===== config.mk =====
export PLATFORM = sky130hd
export DESIGN_NAME = fmt_track_encoder
export DESIGN_NICKNAME = d
export VERILOG_FILES = /design/src/rtl/fmt_pkg.sv /design/src/rtl/fmt_edge.sv /design/src/rtl/fmt_decode.sv /design/src/rtl/fmt_crc.sv /design/src/rtl/fmt_track_encoder.sv
export SDC_FILE = /design/constraint.sdc
export NUM_CORES = 1
export LEC_CHECK = 0
export BUFFER_PORTS_ARGS = -buffer_cell sky130_fd_sc_hd__clkbuf_2
export CORE_ASPECT_RATIO = 1.4
export CORE_MARGIN = 5
export CORE_UTILIZATION = 59
export CTS_BUF_LIST = sky130_fd_sc_hd__clkbuf_4
export CTS_CLUSTER_SIZE = 12
export DETAILED_ROUTE_END_ITERATION = 6
export PLACE_DENSITY = 0.92
export SYNTH_ARGS = -nofsm -noshare
export SYNTH_HDL_FRONTEND = slang
export SYNTH_SLANG_ARGS = --single-unit
export TNS_END_PERCENT = 20

===== constraint.sdc =====
create_clock -name clk -period 2.4 [get_ports clk]
set_input_delay 0 -clock clk [delete_from_list [all_inputs] [get_ports clk]]
set_output_delay 0 -clock clk [all_outputs]
set_load 0.1 [all_outputs]

===== src/rtl/fmt_pkg.sv =====
`timescale 1ns/1ps
package fmt_pkg;

  typedef enum logic [1:0] {ST_IDLE, ST_ARM, ST_WAIT_IDX, ST_WRITE} fmt_state_e;

  typedef struct packed {
    logic [7:0] data;
    logic [7:0] clk;
    logic       preset;
    logic       crc_emit;
  } fmt_sym_t;

  localparam logic [15:0] CRC_POLY   = 16'h1021;
  localparam logic [15:0] CRC_INIT   = 16'hFFFF;
  localparam logic [7:0]  CLK_ALL    = 8'hFF;
  localparam logic [7:0]  CLK_FM_MK  = 8'hC7;
  localparam logic [7:0]  CLK_FM_FC  = 8'hD7;
  localparam logic [7:0]  CLK_MFM_A1 = 8'hFB;
  localparam logic [7:0]  CLK_MFM_C2 = 8'hF7;

  // Bitwise feedback form, MSB of the byte first.
  function automatic logic [15:0] crc_byte(logic [15:0] c, logic [7:0] d);
    logic [15:0] r;
    logic        fb;
    r = c;
    for (int i = 7; i >= 0; i--) begin
      fb = r[15] ^ d[i];
      r  = {r[14:0], 1'b0};
      if (fb) r = r ^ CRC_POLY;
    end
    return r;
  endfunction

  // Map a host byte to the symbol written in its slot.
  function automatic fmt_sym_t classify(logic [7:0] b, logic mfm);
    fmt_sym_t s;
    s.data     = b;
    s.clk      = CLK_ALL;
    s.preset   = 1'b0;
    s.crc_emit = 1'b0;
    if (b == 8'hF7) begin
      s.crc_emit = 1'b1;
    end else if (mfm) begin
      if (b == 8'hF5) begin
        s.data   = 8'hA1;
        s.clk    = CLK_MFM_A1;
        s.preset = 1'b1;
      end else if (b == 8'hF6) begin
        s.data = 8'hC2;
        s.clk  = CLK_MFM_C2;
      end
    end else if (b >= 8'hF8 && b <= 8'hFE) begin
      s.preset = 1'b1;
      s.clk    = (b == 8'hFC) ? CLK_FM_FC : CLK_FM_MK;
    end
    return s;
  endfunction

endpackage


===== src/rtl/fmt_edge.sv =====
`timescale 1ns/1ps
module fmt_edge (
  input  logic clk,
  input  logic rst_n,
  input  logic level,
  output logic rise
);
  logic prev_q;

  always_ff @(posedge clk) begin
    if (!rst_n) prev_q <= 1'b0;
    else        prev_q <= level;
  end

  assign rise = level & ~prev_q;
endmodule


===== src/rtl/fmt_decode.sv =====
`timescale 1ns/1ps
module fmt_decode
  import fmt_pkg::*;
(
  input  logic [7:0] host_byte,
  input  logic       mfm,
  output fmt_sym_t   sym
);
  always_comb sym = classify(host_byte, mfm);
endmodule


===== src/rtl/fmt_crc.sv =====
`timescale 1ns/1ps
module fmt_crc
  import fmt_pkg::*;
(
  input  logic        clk,
  input  logic        rst_n,
  input  logic        init,
  input  logic        feed,
  input  logic        preset,
  input  logic [7:0]  din,
  output logic [15:0] crc
);
  logic [15:0] crc_q;
  logic [15:0] base;

  assign base = preset ? CRC_INIT : crc_q;

  always_ff @(posedge clk) begin
    if (!rst_n)    crc_q <= CRC_INIT;
    else if (init) crc_q <= CRC_INIT;
    else if (feed) crc_q <= crc_byte(base, din);
  end

  assign crc = crc_q;
endmodule


===== src/rtl/fmt_track_encoder.sv =====
`timescale 1ns/1ps
module fmt_track_encoder
  import fmt_pkg::*;
#(
  parameter int ABORT_TICKS = 3
) (
  input  logic       clk,
  input  logic       rst_n,
  input  logic       start,
  input  logic       mfm_mode,
  input  logic       index_pulse,
  input  logic       byte_tick,
  input  logic       host_wr,
  input  logic [7:0] host_data,
  output logic       data_req,
  output logic       out_valid,
  output logic [7:0] out_data,
  output logic [7:0] out_clock,
  output logic       write_gate,
  output logic       busy,
  output logic       lost_data,
  output logic       irq
);
  localparam int CW = $clog2(ABORT_TICKS + 1);

  fmt_state_e  state_q;
  logic        full_q, c2_q, ov_q, irq_q, lost_q;
  logic [7:0]  hold_q, od_q, oc_q;
  logic [CW-1:0] wait_q;
  logic        idx_rise;
  fmt_sym_t    sym;
  logic [15:0] crc;

  // Named internal events.
  logic start_ev, load_ev, abort_ev, open_ev, end_ev, slot_ev;
  logic crc_lo_ev, take_ev, underrun_ev, crc_hi_ev;
  logic crc_feed, crc_preset;
  logic [7:0] crc_din;

  fmt_edge u_edge (.clk(clk), .rst_n(rst_n), .level(index_pulse), .rise(idx_rise));
  fmt_decode u_dec (.host_byte(hold_q), .mfm(mfm_mode), .sym(sym));

  assign start_ev    = start && state_q == ST_IDLE;
  assign load_ev     = host_wr && state_q != ST_IDLE;
  assign abort_ev    = state_q == ST_ARM && !host_wr && byte_tick &&
                       wait_q == CW'(ABORT_TICKS - 1);
  assign open_ev     = state_q == ST_WAIT_IDX && idx_rise;
  assign end_ev      = state_q == ST_WRITE && idx_rise;
  assign slot_ev     = state_q == ST_WRITE && byte_tick && !idx_rise;
  assign crc_lo_ev   = slot_ev && c2_q;
  assign take_ev     = slot_ev && !c2_q && full_q;
  assign underrun_ev = slot_ev && !c2_q && !full_q;
  assign crc_hi_ev   = take_ev && sym.crc_emit;

  assign crc_feed   = (take_ev && !sym.crc_emit) || underrun_ev;
  assign crc_preset = take_ev && sym.preset;
  assign crc_din    = underrun_ev ? 8'h00 : sym.data;

  fmt_crc u_crc (
    .clk(clk), .rst_n(rst_n), .init(start_ev), .feed(crc_feed),
    .preset(crc_preset), .din(crc_din), .crc(crc)
  );

  always_ff @(posedge clk) begin
    if (!rst_n) begin
      state_q <= ST_IDLE;
      full_q  <= 1'b0;
      hold_q  <= 8'h00;
      c2_q    <= 1'b0;
      wait_q  <= '0;
      ov_q    <= 1'b0;
      od_q    <= 8'h00;
      oc_q    <= 8'h00;
      irq_q   <= 1'b0;
      lost_q  <= 1'b0;
    end else begin
      ov_q <= slot_ev;
      if (crc_lo_ev) begin
        od_q <= crc[7:0];
        oc_q <= CLK_ALL;
      end else if (crc_hi_ev) begin
        od_q <= crc[15:8];
        oc_q <= CLK_ALL;
      end else if (take_ev) begin
        od_q <= sym.data;
        oc_q <= sym.clk;
      end else if (underrun_ev) begin
        od_q <= 8'h00;
        oc_q <= CLK_ALL;
      end

      if (start_ev || crc_lo_ev) c2_q <= 1'b0;
      else if (crc_hi_ev)        c2_q <= 1'b1;

      if (start_ev)     full_q <= 1'b0;
      else if (load_ev) full_q <= 1'b1;
      else if (take_ev) full_q <= 1'b0;

      if (load_ev) hold_q <= host_data;

      if (start_ev)                            wait_q <= '0;
      else if (state_q == ST_ARM && byte_tick) wait_q <= wait_q + 1'b1;

      if (start_ev)                      lost_q <= 1'b0;
      else if (abort_ev || underrun_ev)  lost_q <= 1'b1;

      if (start_ev)                irq_q <= 1'b0;
      else if (abort_ev || end_ev) irq_q <= 1'b1;

      unique case (state_q)
        ST_IDLE:     if (start_ev) state_q <= ST_ARM;
        ST_ARM:      if (host_wr) state_q <= ST_WAIT_IDX;
                     else if (abort_ev) state_q <= ST_IDLE;
        ST_WAIT_IDX: if (open_ev) state_q <= ST_WRITE;
        ST_WRITE:    if (end_ev) state_q <= ST_IDLE;
        default:     state_q <= ST_IDLE;
      endcase
    end
  end

  assign busy       = state_q != ST_IDLE;
  assign write_gate = state_q == ST_WRITE;
  assign data_req   = busy && !full_q && !c2_q;
  assign out_valid  = ov_q;
  assign out_data   = od_q;
  assign out_clock  = oc_q;
  assign irq        = irq_q;
  assign lost_data  = lost_q;

  // Assertions next to the logic they guard.
  assert_start_clears_R1: assert property (@(posedge clk) disable iff (!rst_n)
    start_ev |=> busy && data_req && !irq && !lost_data);

  assert_abort_flags_R2: assert property (@(posedge clk) disable iff (!rst_n)
    abort_ev |=> !busy && !data_req && lost_data && irq);

  assert_gate_opens_R3: assert property (@(posedge clk) disable iff (!rst_n)
    open_ev |=> write_gate && !data_req);

  assert_emit_in_window_R4: assert property (@(posedge clk) disable iff (!rst_n)
    out_valid |-> $past(write_gate));

  assert_zero_fill_R5: assert property (@(posedge clk) disable iff (!rst_n)
    underrun_ev |=> out_valid && out_data == 8'h00 && out_clock == 8'hFF && lost_data);

  assert_irq_ends_R6: assert property (@(posedge clk) disable iff (!rst_n)
    $rose(irq) |-> !busy && !write_gate);

  assert_mfm_a1_R7: assert property (@(posedge clk) disable iff (!rst_n)
    (take_ev && mfm_mode && hold_q == 8'hF5) |=> out_data == 8'hA1 && out_clock == 8'hFB);

  assert_crc_pair_R9: assert property (@(posedge clk) disable iff (!rst_n)
    crc_hi_ev |=> c2_q && !data_req && out_clock == 8'hFF);

  assert_crc_low_R10: assert property (@(posedge clk) disable iff (!rst_n)
    crc_lo_ev |=> out_valid && out_data == $past(crc[7:0]));
endmodule


==> results.yml, run 1 <==
outcome:
  outcome: "finished clean"
pwr:
  power.internal_uw: 1114
  seqPwrFrac_pct: 52.5
  ir_worst_vdd_uv: 297.1
  leakage_uw: 0.001296
  p_sw_share_pct: 29.62
  pwr-share-comb_pct: 17.7
  p_per_area_nw_per_um2: 541.7
  p_sw_uw: 469.0
  power_uw: 1583
  clkPwrFrac_pct: 29.8
floorplanning:
  initial_core_util_pct: 60.30
  core_um2: 4204
  die-area_um2: 5726
  pin_count: 37
  fp.dieW_um: 65.40
  fp.dieH_um: 87.56
  rows: 28
timing:
  period_share_pct: 87.17
  setup_viol: 0
  rsz0062_at_grt: "false"
  tightest_slew_ns: 0.5423
  hold_viol: 0
  fmax_ghz: 0.4780
  fin_crit_ns: 2.092
  finalSetupTns_ns: 0
  fin_ws_ns: 0.3079
  slew_viol_final: 0
  relSlewSlack_pct: 63.37
  fin_skew_ns: 0.01005
routing:
  drt_iter0_drc: 131
  drt_wl_total_um: 6266
  via_per_inst: 5.895
  wl_per_cell_um: 16.03
  post-route-drc-count: 0
  first_pass_iters: 4
  antenna_left: 0
  dr_total_vias: 2305
placed_design:
  place_congestion: 0.9415
  pre_cts_ws_ns: 0.3532
  placed_cells: 370
  io_buffers: 36
  hpwl_um: 4663
synthesis:
  post-synth-top-count-cell: "nor2_1"
  netlist_top_cells_count: "nor2_1, dfxtp_1, nand2_1, xnor2_1, a21oi_1"
  synthTopCellsByArea: "dfxtp_1, xnor2_1, nor2_1, nand2_1, o211ai_1"
  synth_seq_cells: 47
  synth-seq-area-share_pct: 37.12
  synth_top_area_share_pct: 37.12
  synth-edff-count: 0
  syn-cell-area_um2: 2535
  ys_warn_count: 0
  avgSynthCellArea_um2: 8.311
  syn-instance-count: 305
  yosys.cell_types.count: 48
  synth_fp_nets: 321
  ys.flop_type: "dfxtp_1"
  async_flop_share_pct: 0
  synth_area_leader_cell: "dfxtp_1"
critical_path:
  path_class: "reg -> reg"
  end_kind: "flop"
  crit_slowest_cell: "dfxtp_1"
  critPathMaxStageDelay_ns: 0.54
  worstPathArrival_ns: 2.36
  path_cells: "nand4_4 -> nor3_2 -> and3b_1 -> xor2_1 -> xnor2_2 -> xnor2_1 -> o211ai_2"
  cp_num_buf_inv: 0
  critPathMaxFanout: 10
  r2r_cells: 7
  crit_required_ns: 2.67
  path_depth: 7
  cp-start-kind: "flop"
  rr_startpoint: "hold_q[6]$_SDFFE_PN0P_"
  crit_family: "simple AND/OR/NAND/NOR gates"
  critPathLaunch: "hold_q[6]$_SDFFE_PN0P_"
clocking:
  clockRootBuffer: "clkbuf_4"
  clock_path_buffers: 2
  insertion_delay_ns: 0.37
  cts_sinks: 47
  htree_levels: 2
  clk_pin_slew_ns: 0.14
  cts_made_buffers: 5
  cts_tree: "done"
global_routing:
  grt_max_degree: 21
  grt_pass1_vias: 2304
  grt_usage_pct: 24.09
  grt_pass1_wl_um: 10710
  antenna_found_initial: 0
  grt_overflow_total: 0
flow_run:
  drv_cap: 0
final_layout:
  finish.net_count: 361
  drive_gt1_share_pct: 19.08
  num_antenna_cells: 0
  syn_to_final_growth_pct: 15.30
  stdcell_count: 391
worst_hold_path:
  hp-class: "in -> reg"
  hold_start: "byte_tick"
  min_path_cells: 3
==> metrics by stage <==
| step | instance area, um2 | utilization, % | hold WS, ns |
|---|---|---|---|
| after floorplan | 2540 | - | 0.1217 |
| after CTS | 2923 | 69.52 | 0.04347 |
| after global routing | 2923 | 69.52 | 0.07440 |
| after global placement | 2716 | 64.61 | 0.2174 |
| after detailed placement | 2716 | 64.61 | 0.2243 |
| final | 2923 | 69.52 | 0.04725 |
==> worst paths after layout <==
kind,to,slack [ns]
worst max-delay path,u_crc.crc[12]$_SDFFE_PP1P_,0.31
worst min-delay path,lost_data$_SDFFE_PP0P_,0.05
worst max register to register,u_crc.crc[12]$_SDFFE_PP1P_,0.31
worst min register to register,out_clock[5]$_SDFFE_PN0P_,0.48
==> worst reg2reg max path, delay by kind of cell (launching register included) <==
family           cells  cell delay (ns)
AND/OR/NAND/NOR      3             0.75
AO/OA/AOI/OAI        1             0.09
flip-flops           1             0.54
XOR/XNOR             3             0.61
==> repair_timing <==
item	in CTS	in global routing
hold endpoints to repair	14	0
resized for setup	0	0
hold buffers	13	0
setup buffers	0	0
==> placed cells by master, fill, tap and decap left out, types with 10 or more instances in the layout <==
cell | Yosys | final
a21oi_1 | 16 | 16
clkbuf_2 | 2 | 36
dfxtp_1 | 47 | 47
dlygate4sd3_1 | 0 | 13
mux2i_1 | 11 | 11
nand2_1 | 33 | 33
nand3_1 | 10 | 10
nor2_1 | 48 | 48
o211ai_1 | 15 | 15
xnor2_1 | 24 | 24
==> metal layers <==
| layer | up-vias | share of wire (%) | global-route usage [%] | routed length, um |
|---|---|---|---|---|
| met1 | 1058 | 38 | 26.64 | 2392 |
| met2 | 88 | 51 | 42.12 | 3176 |
| met3 | 30 | 5.7 | 3.723 | 357 |
| met4 | 0 | 5.4 | 16.23 | 340 |
| li1 | 1129 | - | - | - |
| met5 | - | 0 | 0 | 0 |
==> sequential cells by signal, indices dropped and copies added, names as in the netlist, named ones only <==
signal,count
c2_q,1
full_q,1
hold_q,8
irq,1
lost_data,1
out_clock,5
out_data,8
out_valid,1
state_q,1
u_crc.crc,16
u_edge.prev_q,1
wait_q,2
==> power by group through the flow <==
| stage | clock, uW | sequential [uW] | combinational (uW) |
|---|---|---|---|
| 3_3_place_gp | 0 | 846 | 259 |
| 3_5_place_dp | 0 | 847 | 263 |
| 5_1_grt | 501 | 835 | 305 |
| 6_report | 471 | 831 | 281 |
| 2_1_floorplan | 0 | 844 | 212 |
| 4_1_cts | 477 | 830 | 280 |
==> area by class of cell <==
type / instances / area [um2]
multi-input cells: 228 / 1456
fillers: 327 / 1281
flip-flops and latches: 47 / 940.9
repair buffers: 57 / 370.4
well taps: 45 / 56.30
clock inverters: 3 / 38.79
clock buffers: 5 / 37.54
inverters: 6 / 22.52
==> cell families after synthesis <==
kind of cell             count (synthesis)  share of synthesized area (%)
XOR/XNOR                                34                          12.04
AND/OR/NAND/NOR                        120                          23.79
adder cells (fa/ha/maj)                  1                         0.4935
buffers and inverters                   30                          5.627
multiplexers                            11                          4.344
flip-flops                              47                          37.12
AO/OA/AOI/OAI                           62                          16.59
Note: power is estimated with default switching activity, not from simulation.
==> run 2, diff against run 1 <==
--- a/config.mk
+++ b/config.mk
@@ -6,13 +6,12 @@
 export NUM_CORES = 1
 export LEC_CHECK = 0
 export BUFFER_PORTS_ARGS = -buffer_cell sky130_fd_sc_hd__clkbuf_2
-export CORE_ASPECT_RATIO = 1.4
 export CORE_MARGIN = 5
 export CORE_UTILIZATION = 59
 export CTS_BUF_LIST = sky130_fd_sc_hd__clkbuf_4
 export CTS_CLUSTER_SIZE = 12
 export DETAILED_ROUTE_END_ITERATION = 6
-export PLACE_DENSITY = 0.92
+export PLACE_DENSITY_LB_ADDON = 0.15
 export SYNTH_ARGS = -nofsm -noshare
 export SYNTH_HDL_FRONTEND = slang
 export SYNTH_SLANG_ARGS = --single-unit
==> run 2 against run 1 <==
- first-iteration DRC count up 66%
- critical path type unchanged
- sequential power about the same
- combinational power about the same
- total power down 0.33%
- final area up 0.21%
==> results.yml, run 2 (synthesized netlist as in run 1, its figures left out) <==
worst_hold_path:
  min_path_cells: 3
  hp-class: "in -> reg"
pwr:
  p_per_area_nw_per_um2: 538.7
  ir_worst_vdd_uv: 325.1
  leakage_uw: 0.001296
  power_uw: 1578
critical_path:
  critPathMaxStageDelay_ns: 0.56
  path_class: "reg -> reg"
  path_depth: 6
  r2r_cells: 6
  critPathLaunch: "hold_q[6]$_SDFFE_PN0P_"
  crit_family: "compound AO/OA/AOI/OAI gates"
  path_cells: "nand3_1 -> o41ai_1 -> o211ai_1 -> xnor2_1 -> xor2_1 -> o21ai_0"
  r2r_setup_slack_ns: 0.31
  r2r_end: "u_crc.crc[6]$_SDFFE_PP1P_"
  end_kind: "flop"
  critPathMaxFanout: 9
  worstPathArrival_ns: 2.34
  cp-start-kind: "flop"
  rr_startpoint: "hold_q[6]$_SDFFE_PN0P_"
  crit_required_ns: 2.64
  crit_slowest_cell: "o41ai_1"
  crit_end: "u_crc.crc[6]$_SDFFE_PP1P_"
  cp_num_buf_inv: 0
routing:
  antenna_left: 0
  wl_per_cell_um: 15.80
  drt_iter0_drc: 218
  post-route-drc-count: 0
  dr_total_vias: 2311
  first_pass_iters: 6
  via_per_inst: 5.836
  drt_wl_total_um: 6257
global_routing:
  grt_overflow_total: 0
  grt_usage_pct: 24.67
  antenna_found_initial: 0
  grt_pass1_vias: 2205
  grt_pass1_wl_um: 10710
  grt_max_degree: 21
final_layout:
  largest_register_ffs: 16
  syn_to_final_growth_pct: 15.55
  n_fill_cell: 337
  finish.net_count: 361
  stdcell_count: 396
  regArea_um2: 940.9
  multi_input_comb_area_um2: 1456
  layout_commonest_cell: "nor2_1"
  layout_common_cells: "nor2_1, dfxtp_1, clkbuf_2, nand2_1, xnor2_1"
  num_antenna_cells: 0
  drive_gt1_share_pct: 19.08
  stdcell_area_um2: 2929
floorplanning:
  fp.dieW_um: 75.55
  rows: 23
  core_um2: 4086
  initial_core_util_pct: 62.03
  pin_count: 37
  fp.dieH_um: 75.55
  die-area_um2: 5707
placed_design:
  place_congestion: 0.9031
  io_buffers: 36
  placed_cells: 375
  hpwl_um: 4478
  dpl_cell_area_um2: 2723
timing:
  period_share_pct: 87.25
  setup_viol: 0
  hold_viol: 0
  finalSetupTns_ns: 0
  fin_crit_ns: 2.094
  tightest_slew_ns: 0.5734
  rsz0062_at_grt: "false"
  fmax_ghz: 0.4776
  fin_skew_ns: 0.01351
  slew_viol_final: 0
  relSlewSlack_pct: 61.27
  whs_ns: 0.03725
clocking:
  cts_made_buffers: 5
  clockRootBuffer: "clkbuf_4"
  cts_tree: "done"
  cts.repair.resized: 0
  htree_levels: 2
  cts_sinks: 47
  clock_path_buffers: 2
  clk_pin_slew_ns: 0.14
  insertion_delay_ns: 0.36
outcome:
  outcome: "finished clean"
flow_run:
  drv_cap: 0
[run 2: power breakdown]
| group | switching [uW] | internal (uW) | total [uW] |
|---|---|---|---|
| clock | 250 | 215 | 465 |
| sequential | 31.4 | 800 | 831 |
| combinational | 182 | 100 | 282 |
[run 2: worst min path at each step]
stage,start,to,slack (ns)
after floorplan,index_pulse,u_edge.prev_q$_SDFF_PN0_,0.12
after global placement,index_pulse,u_edge.prev_q$_SDFF_PN0_,0.22
after detailed placement,index_pulse,u_edge.prev_q$_SDFF_PN0_,0.24
after CTS,byte_tick,lost_data$_SDFFE_PP0P_,0.03
after global routing,byte_tick,lost_data$_SDFFE_PP0P_,0.04
final,byte_tick,lost_data$_SDFFE_PP0P_,0.04
[run 2: final cells by class]
cell class / count / share of cell area [%]
repair buffers: 57 / 12.64
multi-input cells: 228 / 49.72
inverters: 6 / 0.7689
well taps: 50 / 2.136
flip-flops and latches: 47 / 32.12
clock buffers: 5 / 1.282
clock inverters: 3 / 1.324
[run 2: worst reg2reg max path, stage by stage, from the launching register on]
cell	delay [ns]
dfxtp_1	0.54
nand3_1	0.12
o41ai_1	0.56
o211ai_1	0.23
xnor2_1	0.29
xor2_1	0.16
o21ai_0	0.08
[run 2: what timing repair did]
action,4_1_cts,5_1_grt
setup buffers,0,0
hold endpoints to repair,14,0
hold buffers,13,0
[run 2: per-layer routing]
layer | GRT usage [%] | vias up | part of all wire, %
li1 | - | 1127 | -
met1 | 31.71 | 1048 | 43
met2 | 40.65 | 105 | 46
met3 | 5.145 | 31 | 7.2
met4 | 9.320 | 0 | 3.7
met5 | 0 | - | 0
[run 2: stage by stage]
step,util (%),setup WS [ns]
after global placement,66.63,0.4137
after CTS,71.68,0.3136
final,71.68,0.3060
after global routing,71.68,0.07048
after detailed placement,66.63,0.3412
after floorplan,-,0.1898
==> run 3, diff against run 2 <==
--- a/config.mk
+++ b/config.mk
@@ -7,7 +7,7 @@
 export LEC_CHECK = 0
 export BUFFER_PORTS_ARGS = -buffer_cell sky130_fd_sc_hd__clkbuf_2
 export CORE_MARGIN = 5
-export CORE_UTILIZATION = 59
+export CORE_UTILIZATION = 45
 export CTS_BUF_LIST = sky130_fd_sc_hd__clkbuf_4
 export CTS_CLUSTER_SIZE = 12
 export DETAILED_ROUTE_END_ITERATION = 6
==> run 3 against run 2 <==
- critical path depth grew 1
- sequential share of layout area fell by 0.055 points
- combinational power barely moved
- highest routed layer unchanged
- worst hold slack improved by 0.012 ns
- first-iteration DRC count decreased by 25%
==> results.yml, run 3 (synthesized netlist as in run 1, its figures left out) <==
outcome:
  outcome: "finished clean"
clocking:
  clock_path_buffers: 2
  htree_levels: 2
  cts_sinks: 47
  clk_pin_slew_ns: 0.13
  clockRootBuffer: "clkbuf_4"
  post_cts_buffers: 0
  cts_made_buffers: 5
  insertion_delay_ns: 0.36
  cts_tree: "done"
timing:
  setup_viol: 0
  slew_viol_final: 0
  fin_skew_ns: 0.01235
  whs_ns: 0.04947
  relSlewSlack_pct: 62.50
  finalSetupTns_ns: 0
  rsz0062_at_grt: "false"
  tightest_slew_ns: 0.5583
  hold_viol: 0
  period_share_pct: 87.89
  fin_crit_ns: 2.109
  fmax_ghz: 0.4741
placed_design:
  placed_cells: 397
  dpl_cell_area_um2: 2750
  hpwl_um: 4675
  io_buffers: 36
  place_congestion: 0.8798
floorplanning:
  core_um2: 5507
  rows: 27
  pin_count: 37
  initial_core_util_pct: 46.03
  fp.dieW_um: 85.06
  fp.dieH_um: 85.06
  die-area_um2: 7234
final_layout:
  multi_input_comb_area_um2: 1464
  num_antenna_cells: 0
  largest_register_ffs: 16
  syn_to_final_growth_pct: 15.75
  stdcell_count: 417
  finish.net_count: 361
  layout_common_cells: "nor2_1, dfxtp_1, clkbuf_2, nand2_1, xnor2_1"
  drive_gt1_share_pct: 19.13
  regArea_um2: 940.9
  layout_commonest_cell: "nor2_1"
  n_fill_cell: 517
  stdcell_area_um2: 2934
routing:
  drt_iter0_drc: 164
  drt_wl_total_um: 6195
  first_pass_iters: 4
  post-route-drc-count: 0
  antenna_left: 0
  dr_total_vias: 2195
  via_per_inst: 5.264
  wl_per_cell_um: 14.86
critical_path:
  cp_num_buf_inv: 0
  worstPathArrival_ns: 2.35
  cp-start-kind: "flop"
  path_class: "reg -> reg"
  rr_startpoint: "hold_q[6]$_SDFFE_PN0P_"
  end_kind: "flop"
  critPathMaxFanout: 10
  critPathLaunch: "hold_q[6]$_SDFFE_PN0P_"
  crit_slowest_cell: "dfxtp_1"
  crit_required_ns: 2.64
  critPathMaxStageDelay_ns: 0.57
  crit_family: "simple AND/OR/NAND/NOR gates"
  path_cells: "nand4_4 -> nor3_2 -> and3b_1 -> xor2_1 -> xnor2_2 -> xnor2_1 -> o211ai_2"
worst_hold_path:
  hold_start: "byte_tick"
  hp-class: "in -> reg"
pwr:
  p_per_area_nw_per_um2: 495.5
  leakage_uw: 0.001282
  power_uw: 1454
  ir_worst_vdd_uv: 346.0
global_routing:
  grt_pass1_wl_um: 10830
  grt_overflow_total: 0
  grt_usage_pct: 18.38
  antenna_found_initial: 0
  grt_pass1_vias: 2169
  grt_max_degree: 21
flow_run:
  drv_cap: 0
## run 3: final cells by class
type | instances | area share, %
multi-input cells | 228 | 49.89
clock inverters | 2 | 0.2985
clock buffers | 5 | 1.279
flip-flops and latches | 47 | 32.07
repair buffers | 57 | 12.62
well taps | 72 | 3.070
inverters | 6 | 0.7676
## run 3: worst min-delay path: stages
cell      delay, ns
clkbuf_2       0.16
nand4_4        0.14
a21oi_1        0.07
## run 3: power breakdown
part | internal, uW | leakage, uW | switching, uW
clock | 104 | 0.0000285 | 238
combinational | 100 | 0.000873 | 181
sequential | 799 | 0.000381 | 31.5
total | 1000 | 0.00128 | 450
## run 3: layer usage
metal | up-vias | wire length [um] | track usage [%]
met3 | 6 | 342 | 3.204
li1 | 1128 | - | -
met2 | 58 | 2967 | 30.79
met4 | 0 | 65 | 4.748
met5 | - | 0 | 0
met1 | 1003 | 2820 | 24.38
## run 3: final timing paths
path | depth (start not counted) | to | slack, ns
hold reg to reg | 2 | out_clock[5]$_SDFFE_PN0P_ | 0.50
hold / removal | 3 | lost_data$_SDFFE_PP0P_ | 0.05
setup reg to reg | 7 | u_crc.crc[12]$_SDFFE_PP1P_ | 0.29
setup / recovery | 7 | u_crc.crc[12]$_SDFFE_PP1P_ | 0.29
## run 3: through the flow
stage	setup WS, ns	utilization, %
CTS	0.2901	53.15
detailed placement	0.3343	49.94
global route	0.07454	53.28
finish	0.2907	53.28
global placement	0.3500	49.94
floorplan	0.1898	-
## run 3: repair_timing
item / 4_1_cts / 5_1_grt
gates resized for setup: 0 / 1
hold buffers: 13 / 0
endpoints found under the setup margin: 0 / 1
hold endpoints to repair: 14 / 0
